$ cat src/rtl/phpa_pkg.sv
package phpa_pkg;

    localparam int NEST_W = 4;
    localparam int CNT_W  = 6;

    typedef enum logic [2:0] {
        L_ETH  = 3'd0,
        L_VLAN = 3'd1,
        L_MPLS = 3'd2,
        L_IPV4 = 3'd3,
        L_TCP  = 3'd4,
        L_UDP  = 3'd5,
        L_PAY  = 3'd6,
        L_UNK  = 3'd7
    } layer_e;

    typedef enum logic [1:0] {
        ST_OK    = 2'd0,
        ST_TRUNC = 2'd1,
        ST_UNK   = 2'd2
    } stat_e;

    // Parse context: layer plus the variable registers of the machine
    typedef struct packed {
        layer_e             layer;
        logic [CNT_W-1:0]   cnt;    // byte index inside current header
        logic [CNT_W-1:0]   hlen;   // variable header length in bytes
        logic [7:0]         save;   // saved field byte (type high / S bit / protocol)
        logic [NEST_W-1:0]  depth;  // encapsulation levels in use
    } ctx_t;

    localparam ctx_t CTX_INIT = '{layer: L_ETH, cnt: '0, hlen: '0, save: '0, depth: '0};

    localparam logic [15:0] TYPE_VLAN = 16'h8100;
    localparam logic [15:0] TYPE_MPLS = 16'h8847;
    localparam logic [15:0] TYPE_IPV4 = 16'h0800;
    localparam logic [7:0]  PROTO_IPIP = 8'd4;
    localparam logic [7:0]  PROTO_TCP  = 8'd6;
    localparam logic [7:0]  PROTO_UDP  = 8'd17;

    localparam logic [CNT_W-1:0] ETH_TYPE_HI = CNT_W'(12);
    localparam logic [CNT_W-1:0] ETH_TYPE_LO = CNT_W'(13);
    localparam logic [CNT_W-1:0] TAG_HI      = CNT_W'(2);
    localparam logic [CNT_W-1:0] TAG_LO      = CNT_W'(3);
    localparam logic [CNT_W-1:0] IP_PROTO    = CNT_W'(9);
    localparam logic [CNT_W-1:0] TCP_OFF     = CNT_W'(12);
    localparam logic [CNT_W-1:0] UDP_LAST    = CNT_W'(7);

    // Enter an encapsulation level, or give up when the nesting budget is spent
    function automatic ctx_t push_level(ctx_t c, layer_e nxt, logic [NEST_W-1:0] lim);
        ctx_t n;
        n     = c;
        n.cnt = '0;
        if (c.depth >= lim) begin
            n.layer = L_UNK;
        end else begin
            n.layer = nxt;
            n.depth = c.depth + 1'b1;
        end
        return n;
    endfunction

    function automatic ctx_t enter_l4(ctx_t c, layer_e nxt);
        ctx_t n;
        n       = c;
        n.cnt   = '0;
        n.layer = nxt;
        return n;
    endfunction

    function automatic ctx_t by_type(ctx_t c, logic [15:0] tval, logic [NEST_W-1:0] lim);
        ctx_t n;
        case (tval)
            TYPE_VLAN: n = push_level(c, L_VLAN, lim);
            TYPE_MPLS: n = push_level(c, L_MPLS, lim);
            TYPE_IPV4: n = push_level(c, L_IPV4, lim);
            default: begin
                n       = c;
                n.layer = L_UNK;
            end
        endcase
        return n;
    endfunction

    function automatic ctx_t by_proto(ctx_t c, logic [7:0] p, logic [NEST_W-1:0] lim);
        ctx_t n;
        case (p)
            PROTO_IPIP: n = push_level(c, L_IPV4, lim);
            PROTO_TCP:  n = enter_l4(c, L_TCP);
            PROTO_UDP:  n = enter_l4(c, L_UDP);
            default: begin
                n       = c;
                n.layer = L_UNK;
            end
        endcase
        return n;
    endfunction

    // One byte of the Mealy machine: (context, byte) -> next context
    function automatic ctx_t step_byte(ctx_t c, logic [7:0] b, logic [NEST_W-1:0] lim);
        ctx_t n;
        n     = c;
        n.cnt = c.cnt + 1'b1;
        case (c.layer)
            L_ETH: begin
                if (c.cnt == ETH_TYPE_HI) n.save = b;
                if (c.cnt == ETH_TYPE_LO) n = by_type(c, {c.save, b}, lim);
            end
            L_VLAN: begin
                if (c.cnt == TAG_HI) n.save = b;
                if (c.cnt == TAG_LO) n = by_type(c, {c.save, b}, lim);
            end
            L_MPLS: begin
                if (c.cnt == TAG_HI) n.save = b;
                if (c.cnt == TAG_LO) begin
                    if (c.save[0]) n = push_level(c, L_IPV4, lim);
                    else           n = push_level(c, L_MPLS, lim);
                end
            end
            L_IPV4: begin
                if (c.cnt == '0) begin
                    n.hlen = {b[3:0], 2'b00};
                    if (b[3:0] < 4'd5) n.layer = L_UNK;
                end else begin
                    if (c.cnt == IP_PROTO) n.save = b;
                    if (c.cnt == c.hlen - 1'b1) n = by_proto(c, c.save, lim);
                end
            end
            L_TCP: begin
                if (c.cnt == TCP_OFF) begin
                    n.hlen = {b[7:4], 2'b00};
                    if (b[7:4] < 4'd5) n.layer = L_UNK;
                end else if (c.cnt > TCP_OFF && c.cnt == c.hlen - 1'b1) begin
                    n.layer = L_PAY;
                    n.cnt   = c.cnt;
                end
            end
            L_UDP: begin
                if (c.cnt == UDP_LAST) begin
                    n.layer = L_PAY;
                    n.cnt   = c.cnt;
                end
            end
            default: begin
                n.cnt = c.cnt;
            end
        endcase
        return n;
    endfunction

endpackage

$ cat src/rtl/phpa_byte_step.sv
module phpa_byte_step
    import phpa_pkg::*;
#(
    parameter int MAX_NEST = 8
) (
    input  ctx_t       ctx_i,
    input  logic [7:0] byte_i,
    output ctx_t       ctx_o
);

    localparam logic [NEST_W-1:0] LIM = NEST_W'(MAX_NEST);

    always_comb begin
        ctx_o = step_byte(ctx_i, byte_i, LIM);
    end

endmodule

$ cat src/rtl/phpa_word_chain.sv
module phpa_word_chain
    import phpa_pkg::*;
#(
    parameter int BYTES    = 8,
    parameter int MAX_NEST = 8
) (
    input  ctx_t               start_i,
    input  logic [8*BYTES-1:0] data_i,
    output ctx_t               fin_o
);

    ctx_t chain [BYTES+1];

    assign chain[0] = start_i;

    for (genvar g = 0; g < BYTES; g++) begin : g_lane
        phpa_byte_step #(
            .MAX_NEST (MAX_NEST)
        ) u_step (
            .ctx_i  (chain[g]),
            .byte_i (data_i[8*g +: 8]),
            .ctx_o  (chain[g+1])
        );
    end

    assign fin_o = chain[BYTES];

endmodule

$ cat src/rtl/phpa_top.sv
module phpa_top
    import phpa_pkg::*;
#(
    parameter int BYTES    = 8,
    parameter int MAX_NEST = 8
) (
    input  logic               clk,
    input  logic               rst_n,
    input  logic               in_valid,
    output logic               in_ready,
    input  logic [8*BYTES-1:0] in_data,
    input  logic               in_sop,
    input  logic               in_eop,
    input  logic               out_ready,
    output logic               code_valid,
    output logic [5:0]         code,
    output logic               done,
    output logic [1:0]         done_status
);

    localparam int DW = 8 * BYTES;

    ctx_t ctx_q, ctx_d;
    ctx_t start_ctx, fin_ctx;
    logic acc;
    logic [DW-1:0] word;

    assign word = in_data;

    phpa_word_chain #(
        .BYTES    (BYTES),
        .MAX_NEST (MAX_NEST)
    ) u_chain (
        .start_i (start_ctx),
        .data_i  (word),
        .fin_o   (fin_ctx)
    );

    always_comb begin
        acc       = in_valid && out_ready;
        start_ctx = in_sop ? CTX_INIT : ctx_q;
        ctx_d     = ctx_q;
        if (acc) begin
            ctx_d = in_eop ? CTX_INIT : fin_ctx;
        end

        in_ready   = out_ready;
        code_valid = acc;
        code       = {start_ctx.layer, fin_ctx.layer};
        done       = acc && in_eop;
        case (fin_ctx.layer)
            L_PAY:   done_status = ST_OK;
            L_UNK:   done_status = ST_UNK;
            default: done_status = ST_TRUNC;
        endcase
    end

    always_ff @(posedge clk or negedge rst_n) begin
        if (!rst_n) ctx_q <= CTX_INIT;
        else        ctx_q <= ctx_d;
    end


    stall_hold_chk: assert property (@(posedge clk) disable iff (!rst_n)
        !(in_valid && out_ready) |=> $stable(ctx_q));


    eop_rewind_chk: assert property (@(posedge clk) disable iff (!rst_n)
        (in_valid && out_ready && in_eop) |=> (ctx_q == CTX_INIT));


    sop_from_eth_chk: assert property (@(posedge clk) disable iff (!rst_n)
        (code_valid && in_sop) |-> (code[5:3] == L_ETH));


    nest_bound_chk: assert property (@(posedge clk) disable iff (!rst_n)
        ctx_q.depth <= NEST_W'(MAX_NEST));


    unknown_sticky_chk: assert property (@(posedge clk) disable iff (!rst_n)
        (in_valid && out_ready && !in_sop && !in_eop && ctx_q.layer == L_UNK)
        |=> (ctx_q.layer == L_UNK));


    ok_is_payload_chk: assert property (@(posedge clk) disable iff (!rst_n)
        (done && done_status == ST_OK) |-> (code[2:0] == L_PAY));

endmodule

$ cat config.mk
export PLATFORM = sky130hd
export DESIGN_NAME = phpa_top
export DESIGN_NICKNAME = d
export VERILOG_FILES = /design/src/rtl/phpa_pkg.sv /design/src/rtl/phpa_byte_step.sv /design/src/rtl/phpa_word_chain.sv /design/src/rtl/phpa_top.sv
export SDC_FILE = /design/constraint.sdc
export NUM_CORES = 1
export LEC_CHECK = 0
export BUFFER_PORTS_ARGS = -buffer_cell sky130_fd_sc_hd__buf_2
export CORE_MARGIN = 3
export CORE_UTILIZATION = 40
export CTS_CLUSTER_DIAMETER = 30
export DETAILED_ROUTE_END_ITERATION = 10
export SETUP_SLACK_MARGIN = 0.4
export SLEW_MARGIN = 20
export SYNTH_ARGS = -nofsm -noshare
export SYNTH_HDL_FRONTEND = slang
export SYNTH_SLANG_ARGS = --single-unit
export TNS_END_PERCENT = 30
$ cat constraint.sdc
create_clock -name clk -period 66.3 [get_ports clk]
set_clock_uncertainty 0.15 [all_clocks]
set_input_delay 13.26 -clock clk [delete_from_list [all_inputs] [get_ports clk]]
set_output_delay 13.26 -clock clk [all_outputs]
set_load 0.1 [all_outputs]
Word level (Yosys, flattened, before mapping)
Index checks and enable logic that the tools add are counted.

word-level totals
  flip-flop bits (word level) = 27
  bits of input ports = 70
  output and inout port bits = 11

operators by class
  $add $sub $neg = 24
  $lt $le $gt $ge = 32
  equality and inequality tests = 146
  multiplexer cells = 235
  reductions and logical operators = 26

operator list
  kind                  count
  $pmux 27 s3           16
  $mux 27               42
  $pmux 12 s4           8
  $pmux 6 s6            8
  $eq 16x16->1 const B  16
  $pmux 6 s5            8
  $mux 6                32
  $mux 8                24
  $mux 3                56
  $eq 6x4->1 const B    24
  $mux 9                16
  $pmux 3 s6            8
  $eq 16x12->1 const B  8
  $eq 8x3->1 const B    16
  $eq 6x2->1 const B    16
  $mux 12               8
  $eq 8x5->1 const B    8
  $lt 4x3->1 const B    16
  $eq 3x3->1 const B    18
  $add 6x1->6 const B   8
  $eq 3x2->1 const B    16
  $eq 6x3->1 const B    8
  $eq 6x6->1            8
  $gt 6x4->1 const B    8
  9 further kinds       67

Longest topological paths before layout
Gate-level depths: netlist of the first run.

  depth after elaboration = 51
  mapped depth = 77

Hierarchy
A second synthesis of the first run with hierarchy kept.

second synthesis, totals
  cells, all modules = 2049
  area, all modules = 14267.4 um2

modules (own cells, without submodules)
  module                                         instances  cells each  area each (um2)  seq. area each (um2)
  phpa_byte_step (u_chain.g_lane[0].u_step ...)  4          231         1502.7           0.0
  phpa_byte_step (u_chain.g_lane[5].u_step ...)  3          258         1722.9           0.0
  phpa_byte_step (u_chain.g_lane[4].u_step)      1          228         1569.0           0.0
  phpa_top                                       1          123         1519.0           675.6

Worst setup path after synthesis of the first run
No wires, ideal clock.

  path kind = input to output
  start = input in_sop
  end = output done_status[1]
  data arrival time = 31.650 ns
  required time = 52.890 ns
  slack = 21.240 ns
  cell stages on the path = 67
  path through = buf_2 > buf_2 > buf_2 > buf_2 > nor2b_1 > ha_1 > clkbuf_1 > nor4b_2 > nand2_1 > a221o_1 > a221oi_1 > o211ai_1 > and2_1 > inv_1 > ha_1 > nand2_1 > nor3b_2 > a31oi_1 > [... 31 more ...] > a41o_1 > a211oi_1 > o22ai_1 > ha_1 > clkbuf_1 > nand3_2 > or3_1 > buf_2 > nor2b_4 > or3_4 > o32a_1 > or3_1 > and2_1 > a211oi_4 > a41o_1 > a211o_1 > nand2_1 > nor3b_1

on the way
  cells in the longest elaborated chain, start to end = 51

ends and longest elaborated chain
  item                                                                  line             RTL
  from (decl)                                                           phpa_top.sv:12   input logic in_sop,
  $mux 27 *                                                             phpa_top.sv:41   start_ctx = in_sop ? CTX_INIT : ctx_q;
  parallel branches: the longest is 47 deep, another holds $sub 6x1->6  --
  $pmux 3 s6 *                                                          phpa_pkg.sv:104  case (c.layer)
  net code[2]                                                           phpa_top.sv:16   output logic [5:0] code,
  $eq 3x3->1                                                            phpa_top.sv:51   case (fin_ctx.layer)
  $pmux 2 s2 *                                                          phpa_top.sv:51
  to (decl)                                                             phpa_top.sv:18   output logic [1:0] done_status

Mark *: on every way through the listed nets, which the timed path passes.

Worst setup path after layout of the first run
  start = input in_sop
  end = output done_status[0]

on the way
  cells in the longest elaborated chain, start to end = 51

ends and longest elaborated chain
  item                                                                  line
  $mux 27 *                                                             phpa_top.sv:41
  parallel branches: the longest is 47 deep, another holds $sub 6x1->6  --
  $pmux 3 s6 *                                                          phpa_pkg.sv:104
  $eq 3x3->1                                                            phpa_top.sv:51
  $pmux 2 s2 *                                                          phpa_top.sv:51

Mark *: on every way between the ends.

==> results of run 1 <==
-- per-layer routing --
layer | part of all wire (%) | vias up | GRT usage [%] | wire length, um
met4 | 3.7 | 0 | 9.885 | 2910
met3 | 11 | 224 | 5.495 | 8560
met2 | 43 | 1546 | 51.61 | 33710
met1 | 42 | 10357 | 47.74 | 33400
li1 | - | 9661 | - | -
met5 | 0 | - | 0 | 0
-- cells by family (layout without fill, tap and decap cells) --
family	after synthesis	after routing	share of synthesized area, %
AND/OR/NAND/NOR	1139	1139	37.71
XOR/XNOR	78	78	4.358
AO/OA/AOI/OAI	864	864	39.44
adder cells (fa/ha/maj)	49	49	3.720
flip-flops	27	27	4.100
buffers and inverters	206	194	5.140
multiplexers	87	87	5.534
other	0	3	0
-- through the flow --
step,util [%],setup WS (ns),instances,instance area (um^2)
after floorplan,-,21.24,2450,16480
after global placement,42.83,20.24,2959,17210
after detailed placement,42.85,20.20,2959,17220
after CTS,43.04,20.10,2963,17300
after global routing,43.07,18.27,2964,17310
final,43.09,19.32,2966,17320
-- final cells by class --
type                    count  area [um^2]
repair buffers            102        565.5
flip-flops and latches     27        675.6
multi-input cells        2217        15000
fillers                  4275        22870
well taps                 525        656.9
diodes                      3        7.507
inverters                  88        330.3
clock buffers               4        78.83
-- tightest hold or removal path: stages (launching register included) --
cell	delay (ns)
dfrtp_1	0.34
nand2_1	0.05
o21ai_1	0.06
-- worst paths after layout --
path                       slack, ns        endpoint
max                            19.32  done_status[0]
min                             0.33        ctx_q[1]
max reg2reg                    45.74       ctx_q[20]
min reg2reg                     0.33        ctx_q[1]
max in group asynchronous      52.74       ctx_q[12]
min in group asynchronous      12.85       ctx_q[26]
-- cell usage after synthesis, types with 13 or more instances --
cell type  number
nor3_1         98
dfrtp_1        27
nor4_1         55
a211o_1        19
o31a_1         16
a31o_2         16
a22o_1         19
a21o_1         23
or2_2          28
nor2_1        212
nand2b_1       23
mux2_2         27
nor4b_1        13
or4_1          26
o21ai_0       123
nor3b_1        16
a22oi_1        23
mux2i_1        57
and4_1         26
and2_1         48
a41oi_1        13
o21ai_1        29
inv_1          86
a31oi_1        39
o31ai_1        36
clkbuf_1       72
ha_1           49
o22ai_1        13
nand2_1       243
nand4_1        59
xnor2_1        61
a211oi_1       39
or3_1          41
a21oi_1       121
a221o_1        20
a32oi_1        13
o211ai_1       46
and3_1         36
xor2_1         14
nor2b_1        21
buf_2          30
nand3_1       112
a221oi_1       13
o21a_1         35
==> results.yml, run 1 <==
worst_setup_path:
  cp_top_family: "compound AO/OA/AOI/OAI gates"
  reg2reg_from: "ctx_q[19]"
  cp-start-kind: "input port"
  crit_fanout: 54
  worst-r2r-cell-count: 60
  crit_cells: 66
  criticalPathCategory: "input port to output port"
  required_ns: 52.89
  crit_buf_inv: 12
  worst_setup_path_end_kind: "output port"
  critical-path-slowest-cell: "nor4_1"
  worstSetupStartpoint: "in_sop"
  cpPeakStageDelay_ns: 0.76
  crit_arrival_ns: 33.57
worst_hold_path:
  hold_start: "ctx_q[1]"
  hold_path_depth: 2
  hp-class: "flip-flop to flip-flop"
routing:
  antenna_left: 0
  drc: 0
  drtIter0Drc: 3140
  drt_wl_total_um: 78580
  wl_per_cell_um: 26.49
  vias: 21788
  drtPass1Iterations: 6
  vias_per_cell: 7.346
sta:
  setup_viol: 0
  slew-limit-headroom_pct: 25.98
  max_freq_mhz: 21.29
  rsz0062_at_grt: "no"
  slew_viol_final: 0
  fin_crit_sh_pct: 70.86
  worst_pin_slew_ns: 1.102
  fin_tns_setup_ns: 0
  hold_viol_final: 0
  hold_slack_ns: 0.3340
  fin_crit_ns: 46.98
synthesis:
  netlist_top_cells_area: "nand2_1 5.5%, nor2_1 4.8%, dfrtp_1 4.1%, o21ai_0 3.7%, ha_1 3.7%"
  yosys_register_bits: 27
  yosysSeqAreaShare_pct: 4.100
  yosysTopAreaCellShare_pct: 5.534
  async_reset_ff_share_pct: 100.0
  synthCells: 2450
  synth_cell_types: 131
  syn-num-nets: 2569
  synth_top_flop_cell: "dfrtp_1"
  synth_edf_count: 0
  avgSynthCellArea_um2: 6.727
  yosys_warnings: 0
  synth_top_cell_by_area: "nand2_1"
  syn_area_um2: 16480
job:
  drv_cap: 0
clocking:
  htreeDepth: 1
  clk_latency_ns: 0.26
  root_buffer: "clkbuf_16"
  clk_pin_slew_worst_paths_ns: 0.07
  ctsHoldBuffers: 0
  cts_resized: 0
  postCtsSetupBuffers: 0
  cts_tree: "yes"
  clk_path_buf_depth: 2
  cts_sinks: 27
  cts-buffers-inserted: 3
final_layout:
  drive_gt1_share_pct: 11.28
  final_common_cell: "nand2_1"
  reg_top3: "ctx_q (27)"
  area_growth_pct: 5.064
  final_nets: 2558
  mostFrequentLayoutCells: "243 x nand2_1, 212 x nor2_1, 123 x o21ai_0"
  top_register: "ctx_q"
  largest_register_ffs: 27
global_routing:
  grt_max_degree: 55
  grt_first_pass_wirelength_um: 118500
  grt_pass1_vias: 19482
  antenna_found_initial: 2
  globalRouteTotalUtil_pct: 33.43
  grt-ovfl-total: 0
floorplanning:
  design.die.area_um2: 43670
  die_w_um: 209.0
  pin_count: 81
  coreArea_um2: 40190
  initial_core_util_pct: 41.01
  core.rowCount: 73
  chipHeight_um: 209.0
place:
  dp_hpwl_um: 63310
  routabilityCongestion: 1.013
  io_buffers: 80
status:
  outcome: "complete, no violations"
Power of run 1 is left out: the tool's default activity adds up to more than one toggle a clock period on the data nets, which glitch-free logic cannot reach.
==> run 2, diff against run 1 <==
clock period = 37.8 ns   (was 66.3 ns; I/O delays follow)
==> run 2 against run 1 <==
  * Hold slack got worse by 0.0075 ns
  * Core utilization rose by 0.059 points
  * Highest routed layer unchanged
  * Global-route usage is 0.50 points lower
  * First-iteration DRC count fell by 6.9%
  * Via count fell by 0.36%
  * Flip-flop and latch count is the same
  * Final cell count grew 0.10%
  * Register-to-register slack got worse by 28 ns
  * Count of clock-buffer cells in the layout decreased by 1
  * Largest cell class unchanged
  * Routed wire length fell by 1.8%
  * Critical path type unchanged
==> results.yml, run 2 (synthesis gave the netlist of run 1 again) <==
routing:
  drt_wl_total_um: 77170
  antenna_left: 0
  drtPass1Iterations: 7
  vias_per_cell: 7.312
  drc: 0
  vias: 21710
  drtIter0Drc: 2922
  wl_per_cell_um: 25.99
worst_setup_path:
  criticalPathCategory: "input port to output port"
  worst_setup_path_end_kind: "output port"
  cp-start-kind: "input port"
  required_ns: 30.09
  cp_top_family: "simple AND/OR/NAND/NOR gates"
  crit_fanout: 54
  crit_arrival_ns: 27.64
  worst-r2r-cell-count: 61
  cpPeakStageDelay_ns: 0.80
  critical-path-slowest-cell: "nor4_1"
  r2r_slack_ns: 17.63
  rr_endpoint: "ctx_q[17]"
  crit_buf_inv: 11
  reg2reg_from: "ctx_q[19]"
  cp_common_cell: "ha_1"
final_layout:
  fillers: 4247
  top_register: "ctx_q"
  area_growth_pct: 5.208
  final_common_cell: "nand2_1"
  reg_top3: "ctx_q (27)"
  largest_register_ffs: 27
  regArea_um2: 675.6
  drive_gt1_share_pct: 11.43
  multi_input_area_um2: 15000
  final_nets: 2562
  mostFrequentLayoutCells: "243 x nand2_1, 212 x nor2_1, 123 x o21ai_0"
clocking:
  clk_latency_ns: 0.26
  clk_pin_slew_worst_paths_ns: 0.07
  htreeDepth: 1
  cts_sinks: 27
  clk_path_buf_depth: 2
  ctsHoldBuffers: 0
  postCtsSetupBuffers: 0
  cts_tree: "yes"
  root_buffer: "clkbuf_16"
  cts_resized: 0
  cts-buffers-inserted: 3
global_routing:
  globalRouteTotalUtil_pct: 32.92
  antenna_found_initial: 1
  grt_max_degree: 55
  grt-ovfl-total: 0
  grt_first_pass_wirelength_um: 117500
  grt_pass1_vias: 19708
sta:
  fin_crit_sh_pct: 93.51
  rsz0062_at_grt: "no"
  worst_pin_slew_ns: 1.087
  slew-limit-headroom_pct: 27.19
  setup_viol: 0
  hold_viol_final: 0
  fin_crit_ns: 35.35
  fin_tns_setup_ns: 0
  max_freq_mhz: 28.29
  slew_viol_final: 0
floorplanning:
  chipHeight_um: 209.0
  die_w_um: 209.0
  pin_count: 81
  coreArea_um2: 40190
  initial_core_util_pct: 41.01
  design.die.area_um2: 43670
  core.rowCount: 73
worst_hold_path:
  whs_endpoint: "ctx_q[1]"
  hold_start: "ctx_q[1]"
  hold_path_depth: 2
  hp-class: "flip-flop to flip-flop"
place:
  routabilityCongestion: 1.030
  io_buffers: 80
  dp_hpwl_um: 62280
status:
  outcome: "complete, no violations"
job:
  drv_cap: 0
run 2: cell count changes in the layout (fill, tap and decap cells not counted):
cell	delta
clkinv_2	+1
o21ai_1	+1
diode_2	-1
a31oi_1	+1
a311oi_2	+1
a2111oi_0	+1
o21ai_2	-1
buf_4	+4
a2111oi_1	-1
clkbuf_1	-1
a311oi_1	-1
a31oi_2	-1
run 2: per-stage QoR:
| step | cell area (um^2) | hold slack, ns | instances | setup WS (ns) | utilization, % |
|---|---|---|---|---|---|
| final | 17340 | 0.3264 | 2969 | 2.451 | 43.14 |
| after global routing | 17340 | 0.3637 | 2968 | 1.174 | 43.14 |
| after CTS | 17330 | 0.3368 | 2967 | 2.928 | 43.12 |
| after detailed placement | 17250 | 0.3213 | 2963 | 3.074 | 42.92 |
| after global placement | 17240 | 0.3200 | 2963 | 3.139 | 42.90 |
| after floorplan | 16480 | 0.2979 | 2450 | 4.140 | - |
run 2: worst max path at each step:
stage | endpoint | from | cells after the start | slack (ns)
after global routing | done_status[0] | in_sop | 64 | 1.17
final | done_status[0] | in_sop | 64 | 2.45
after floorplan | done_status[1] | in_sop | 67 | 4.14
after CTS | done_status[0] | in_sop | 64 | 2.93
after detailed placement | done_status[0] | in_sop | 64 | 3.07
after global placement | done_status[1] | in_sop | 64 | 3.14
run 2: routing by layer:
layer | vias to the layer above | global-route usage (%) | wire [um] | share of wire (%)
met5 | - | 0 | 0 | 0
met4 | 0 | 8.961 | 2635 | 3.4
met3 | 245 | 5.014 | 8130 | 11
met2 | 1455 | 51.01 | 33360 | 43
met1 | 10336 | 47.43 | 33050 | 43
li1 | 9674 | - | - | -
run 2: area by class of cell:
cell class / count / area share, %
Inverter: 88 / 1.905
Clock inverter: 1 / 0.02886
Tap cell: 525 / 3.788
Antenna cell: 2 / 0.02886
Sequential cell: 27 / 3.897
Clock buffer: 3 / 0.4330
Multi-Input combinational cell: 2217 / 86.48
Timing Repair Buffer: 106 / 3.435
run 2: worst register-to-register path, delay by kind of cell (launching register included):
kind	cells	cell delay [ns]
AOI/OAI and AO/OA	18	6.49
adders and majority gates	7	2.15
buffers and inverters	6	0.99
DFF	1	0.54
and+or+nand+nor	30	9.73
Power of run 2 is left out for the same reason.
